[config.mk]
export PLATFORM = sky130hd
export DESIGN_NAME = fsg_output_stage
export DESIGN_NICKNAME = d
export VERILOG_FILES = /design/src/rtl/fsg_pkg.sv /design/src/rtl/fsg_field_mux.sv /design/src/rtl/fsg_gain_shift.sv /design/src/rtl/fsg_out_reg.sv /design/src/rtl/fsg_output_stage.sv
export SDC_FILE = /design/constraint.sdc
export NUM_CORES = 1
export LEC_CHECK = 0
export BUFFER_PORTS_ARGS = -buffer_cell sky130_fd_sc_hd__buf_2
export CAP_MARGIN = 5
export CORE_UTILIZATION = 45
export CTS_CLUSTER_DIAMETER = 100
export DETAILED_ROUTE_END_ITERATION = 6
export PLACE_DENSITY = 0.85
export RECOVER_POWER = 100
export SETUP_SLACK_MARGIN = 0.1
export SLEW_MARGIN = 15
export SYNTH_ARGS = -nofsm -noshare
export SYNTH_HDL_FRONTEND = slang
export SYNTH_SLANG_ARGS = --single-unit
[constraint.sdc]
create_clock -name clk -period 2.5 [get_ports clk]
set_clock_uncertainty 0.15 [all_clocks]
set_input_delay 0.5 -clock clk [delete_from_list [all_inputs] [get_ports clk]]
set_output_delay 0.5 -clock clk [all_outputs]
set_load 0.005 [all_outputs]
[src/rtl/fsg_pkg.sv]
package fsg_pkg;

    localparam int RES_W      = 32;
    localparam int FIELD_W    = 20;
    localparam int OUT_W      = 16;
    localparam int FIELD_STEP = 4;
    localparam int MAX_GAIN   = 4;
    localparam int GAIN_W     = 3;
    localparam int FSEL_W     = 2;
    localparam int NUM_FIELDS = 2;

    typedef enum logic [FSEL_W-1:0] {
        FSEL_LOWER = 2'b00,
        FSEL_UPPER = 2'b01,
        FSEL_RSV_A = 2'b10,
        FSEL_RSV_B = 2'b11
    } fsel_e;

    typedef struct packed {
        logic             ovf;
        logic [OUT_W-1:0] data;
    } stage_word_t;

    // Saturation value for a window of the given sign.
    function automatic logic [OUT_W-1:0] sat_word(input logic neg);
        logic [OUT_W-1:0] w;
        w = '0;
        w[OUT_W-1] = neg;
        for (int i = 0; i < OUT_W - 1; i++) begin
            w[i] = ~neg;
        end
        return w;
    endfunction

    // Window index chosen by a select code; reserved codes map to the lower window.
    function automatic logic window_index(input fsel_e code);
        return (code == FSEL_UPPER);
    endfunction

endpackage

[src/rtl/fsg_field_mux.sv]
module fsg_field_mux
    import fsg_pkg::*;
#(
    parameter int P_RES_W   = RES_W,
    parameter int P_FIELD_W = FIELD_W,
    parameter int P_STEP    = FIELD_STEP,
    parameter int P_NUM     = NUM_FIELDS
) (
    input  logic [P_RES_W-1:0]   result,
    input  logic [FSEL_W-1:0]    fsel,
    output logic [P_FIELD_W-1:0] field
);

    localparam int IDX_W = (P_NUM > 1) ? $clog2(P_NUM) : 1;

    logic [P_FIELD_W-1:0] windows [P_NUM];
    logic [IDX_W-1:0]     idx;

    for (genvar k = 0; k < P_NUM; k++) begin : g_window
        assign windows[k] = result[k*P_STEP +: P_FIELD_W];
    end

    always_comb begin
        idx   = IDX_W'(window_index(fsel_e'(fsel)));
        field = windows[idx];
    end

endmodule

[src/rtl/fsg_gain_shift.sv]
module fsg_gain_shift
    import fsg_pkg::*;
#(
    parameter int P_FIELD_W = FIELD_W,
    parameter int P_OUT_W   = OUT_W,
    parameter int P_MAX     = MAX_GAIN,
    parameter int P_GAIN_W  = GAIN_W
) (
    input  logic [P_FIELD_W-1:0] field,
    input  logic [P_GAIN_W-1:0]  gain,
    output logic [P_OUT_W-1:0]   word,
    output logic                 ovf
);

    localparam int NCAND = P_MAX + 1;
    localparam int SEL_W = (NCAND > 1) ? $clog2(NCAND) : 1;

    logic [P_OUT_W-1:0] cand_word [NCAND];
    logic [NCAND-1:0]   cand_ovf;
    logic [SEL_W-1:0]   gsel;
    logic               sign;

    assign sign = field[P_FIELD_W-1];

    // One candidate per shift amount; each checks its own spilled bits.
    for (genvar s = 0; s < NCAND; s++) begin : g_cand
        logic [P_FIELD_W-1:0] shifted;
        assign shifted      = field << s;
        assign cand_word[s] = shifted[P_FIELD_W-1 -: P_OUT_W];
        if (s == 0) begin : g_noshift
            assign cand_ovf[s] = 1'b0;
        end else begin : g_shift
            logic [s:0] top;
            assign top         = field[P_FIELD_W-1 -: s+1];
            assign cand_ovf[s] = ~((&top) | (~|top));
        end
    end

    always_comb begin
        if (int'(gain) > P_MAX) begin
            gsel = SEL_W'(P_MAX);
        end else begin
            gsel = SEL_W'(gain);
        end
        ovf  = cand_ovf[gsel];
        word = ovf ? sat_word(sign) : cand_word[gsel];
    end

endmodule

[src/rtl/fsg_out_reg.sv]
module fsg_out_reg
    import fsg_pkg::*;
(
    input  logic        clk,
    input  logic        rst,
    input  logic        d_valid,
    input  stage_word_t d_word,
    output logic        q_valid,
    output stage_word_t q_word
);

    always_ff @(posedge clk) begin
        if (rst) begin
            q_valid <= 1'b0;
            q_word  <= '0;
        end else begin
            q_valid <= d_valid;
            if (d_valid) begin
                q_word <= d_word;
            end
        end
    end

endmodule

[src/rtl/fsg_output_stage.sv]
module fsg_output_stage
    import fsg_pkg::*;
(
    input  logic              clk,
    input  logic              rst,
    input  logic              in_valid,
    input  logic [RES_W-1:0]  in_result,
    input  logic [FSEL_W-1:0] in_fsel,
    input  logic [GAIN_W-1:0] in_gain,
    output logic              out_valid,
    output logic [OUT_W-1:0]  out_data,
    output logic              out_ovf
);

    logic [FIELD_W-1:0] field;
    stage_word_t        comb_word;
    stage_word_t        reg_word;

    fsg_field_mux i_mux (
        .result (in_result),
        .fsel   (in_fsel),
        .field  (field)
    );

    fsg_gain_shift i_gain (
        .field (field),
        .gain  (in_gain),
        .word  (comb_word.data),
        .ovf   (comb_word.ovf)
    );

    fsg_out_reg i_reg (
        .clk     (clk),
        .rst     (rst),
        .d_valid (in_valid),
        .d_word  (comb_word),
        .q_valid (out_valid),
        .q_word  (reg_word)
    );

    assign out_data = reg_word.data;
    assign out_ovf  = reg_word.ovf;

endmodule

==> flow_metrics.env <==
export IMPL_drt_pass1_iter_count=5
export IMPL_fin_crit_ps=2480
export IMPL_placedInstanceArea_um2=2200
export IMPL_ant_nets=0
export IMPL_met3_usage_pct=2.99
export IMPL_track_usage_pct=23.5
export IMPL_rsz0062_at_grt="true"
export IMPL_yosys_warnings=0
export IMPL_p_leak_nw=1.08
export IMPL_clock_power_share_pct=25.0
export IMPL_synth_area_um2=1770
export IMPL_numPortBuffers=49
export IMPL_diodes=0
export IMPL_p_int_w=0.000641
export IMPL_cts_hold_buf=0
export IMPL_drt_iter0_markers=165
export IMPL_clock_sinks=18
export IMPL_finalSetupTns_ps=0
export IMPL_hpwl_mm=3.67
export IMPL_critPathKind="in2reg"
export IMPL_grt_max_degree=17
export IMPL_drv_slew=0
export IMPL_cp_buffers_inverters=3
export IMPL_p_sw_share_pct=30.7
export IMPL_busiest_layer="met2"
export IMPL_crit_slowest_cell="a221o_1"
export IMPL_finalSetupViolCount=0
export IMPL_syn_nets=216
export IMPL_synth_edf_count=0
export IMPL_synth_area_top_cells="dfxtp_1, mux4_1, mux2i_1"
export IMPL_crit_top_cell="nand2_2"
export IMPL_drc=0
export IMPL_layout_commonest_cell="buf_2"
export IMPL_clockRootBuffer="clkbuf_8"
export IMPL_synth_async_reset_ratio_pct=0
export IMPL_critPathTopFamily="compound AO/OA/AOI/OAI gates"
export IMPL_finish_net_count=287
export IMPL_rows=22
export IMPL_finalInstanceArea_um2=2340
export IMPL_syn_instance_count=174
export IMPL_cap_violations=0
export IMPL_synth_cell_types=48
export IMPL_power_total_w=0.000926
export IMPL_cts_buffer_depth=2
export IMPL_power_frac_comb_pct=39.3
export IMPL_period_share_pct=99.1
export IMPL_fmax_ghz=0.404
export IMPL_cp_cell_sequence="buf_6 -> and2b_2 -> mux2i_4 -> inv_2 -> ha_4 -> nand2_2 -> nand2_2 -> o21ai_2 -> a211oi_2 -> a21oi_2 -> buf_12 -> a221o_1"
export IMPL_grtUsageMet1_pct=34.0
export IMPL_ys_seq_area_share_pct=20.4
export IMPL_fp_dieArea_um2=4180
export IMPL_numCtsBuffers=3
export IMPL_pwr_share_seq_pct=35.6
export IMPL_grtUsageMet2_pct=37.1
export IMPL_final_cells=292
export IMPL_power_density_nw_per_um2=396
export IMPL_status="completed"
export IMPL_worst_pin_slew_ps=967
export IMPL_die_y_um=64.6
export IMPL_critPathMaxFanout=7
export IMPL_hp_class="reg2reg"
export IMPL_wl_per_cell_um=16.9
export IMPL_die_width_um=64.6
export IMPL_first_global_vias=1543
export IMPL_synth_top_area_cell="dfxtp_1"
export IMPL_drive_gt1_share_pct=41.4
export IMPL_gp_congestion=0.891
export IMPL_viasPerCell=6.11
export IMPL_clkTransAtPathRegs_ps=60
export IMPL_slowest_delay_ps=320
export IMPL_start_util_pct=47.5
export IMPL_ir_drop_uv=198
export IMPL_totalWireLength_mm=4.92
export IMPL_crit_arrival_ps=2460
export IMPL_startpoint_type="input port"
export IMPL_synth_avg_cell_area_um2=10.1
export IMPL_coreArea_um2=3720
export IMPL_grt_pass1_wl_mm=7.62
export IMPL_layout_common_cells="buf_2, buf_4, dfxtp_1"
export IMPL_clk_latency_ps=250
export IMPL_slew_headroom_pct=35.3
export IMPL_cts_htree_levels=1
export IMPL_p_sw_w=0.000285
export IMPL_yosys_area_top_type_share_pct=20.4
export IMPL_yosys_register_bits=18
export IMPL_gr_total_overflow=0
export IMPL_vias=1785
export IMPL_nFillCells=326
export IMPL_finalHoldViolCount=0
export IMPL_ios=58
export IMPL_synth_ff_type="dfxtp_1"
export IMPL_cts_tree="done"
export IMPL_syn_to_final_growth_pct=32.4
export IMPL_place_inst=285
export IMPL_cp_required_ps=2490
export IMPL_antenna_found_initial=0
export IMPL_end_kind="flop"
==> what timing repair did <==
item | 4_1_cts | 5_1_grt
cloned | 0 | 1
gates resized for setup | 0 | 10
setup endpoints to repair | 14 | 16
pin swaps | 0 | 7
buffers inserted | 1 | 1
==> flip-flops by register name, indices dropped and copies added (netlist names) <==
signal and cells:
i_reg.q_valid 1, i_reg.q_word 17
==> cell usage after synthesis, types with 4 or more instances <==
master / number
o21ai_0: 11
mux2i_1: 15
inv_1: 6
dfxtp_1: 18
a22oi_1: 12
nand2_1: 18
mux4_1: 11
buf_6: 6
nor3_1: 5
nor2_1: 9
a221o_1: 14
mux4_2: 4
==> metal layers <==
metal | share of wire [%] | up-vias
met2 | 47 | 87
met1 | 45 | 837
met3 | 7.0 | 4
met5 | 0 | -
li1 | - | 857
met4 | 0.89 | 0
==> stage by stage <==
stage	util, %	hold WS, ps	worst slack (ps)
after floorplan	-	311	-18.3
after global routing	62.9	356	-42.0
after global placement	59.3	292	-165
after detailed placement	59.3	305	-198
final	62.9	327	23.5
after CTS	61.0	324	70.6
==> worst paths after layout <==
| path | startpoint | endpoint | slack (ps) | cells after the start |
|---|---|---|---|---|
| hold / removal | i_reg.q_word[0] | i_reg.q_word[0] | 330 | 1 |
| setup / recovery | in_fsel[1] | i_reg.q_word[12] | 20 | 12 |
| setup reg to reg | i_reg.q_word[15] | i_reg.q_word[15] | 1550 | 3 |
| hold reg to reg | i_reg.q_word[0] | i_reg.q_word[0] | 330 | 1 |
==> kinds of logic after synthesis <==
logic type,share of synthesized area [%]
adders and majority gates,1.42
and+or+nand+nor,12.9
DFF,20.4
AOI/OAI and AO/OA,25.9
buffers and inverters,8.72
muxes,30.6
==> layout make-up <==
class	instances	area [um^2]	area share (%)
repair buffers	80	523	22.4
multi-input cells	136	1320	56.3
inverters	6	22.5	0.964
flip-flops and latches	18	360	15.4
clock buffers	4	55.1	2.36
well taps	48	60.1	2.57
==> worst reg2reg max path, delay by kind of cell, from the launching register on <==
kind	cells	cell delay, ps
AOI/OAI and AO/OA	2	370
and+or+nand+nor	1	50
DFF	1	330
==> power by group through the flow <==
| stage | registers, W | logic (W) | clock network, W |
|---|---|---|---|
| floorplan | 0.000337 | 0.000206 | 0 |
| global placement | 0.000334 | 0.000334 | 0 |
| detailed placement | 0.000336 | 0.000342 | 0 |
| CTS | 0.000329 | 0.000344 | 0.000235 |
| global route | 0.000334 | 0.000395 | 0.000256 |
| finish | 0.000330 | 0.000364 | 0.000232 |
No activity file was read; power rests on OpenSTA's default activity.
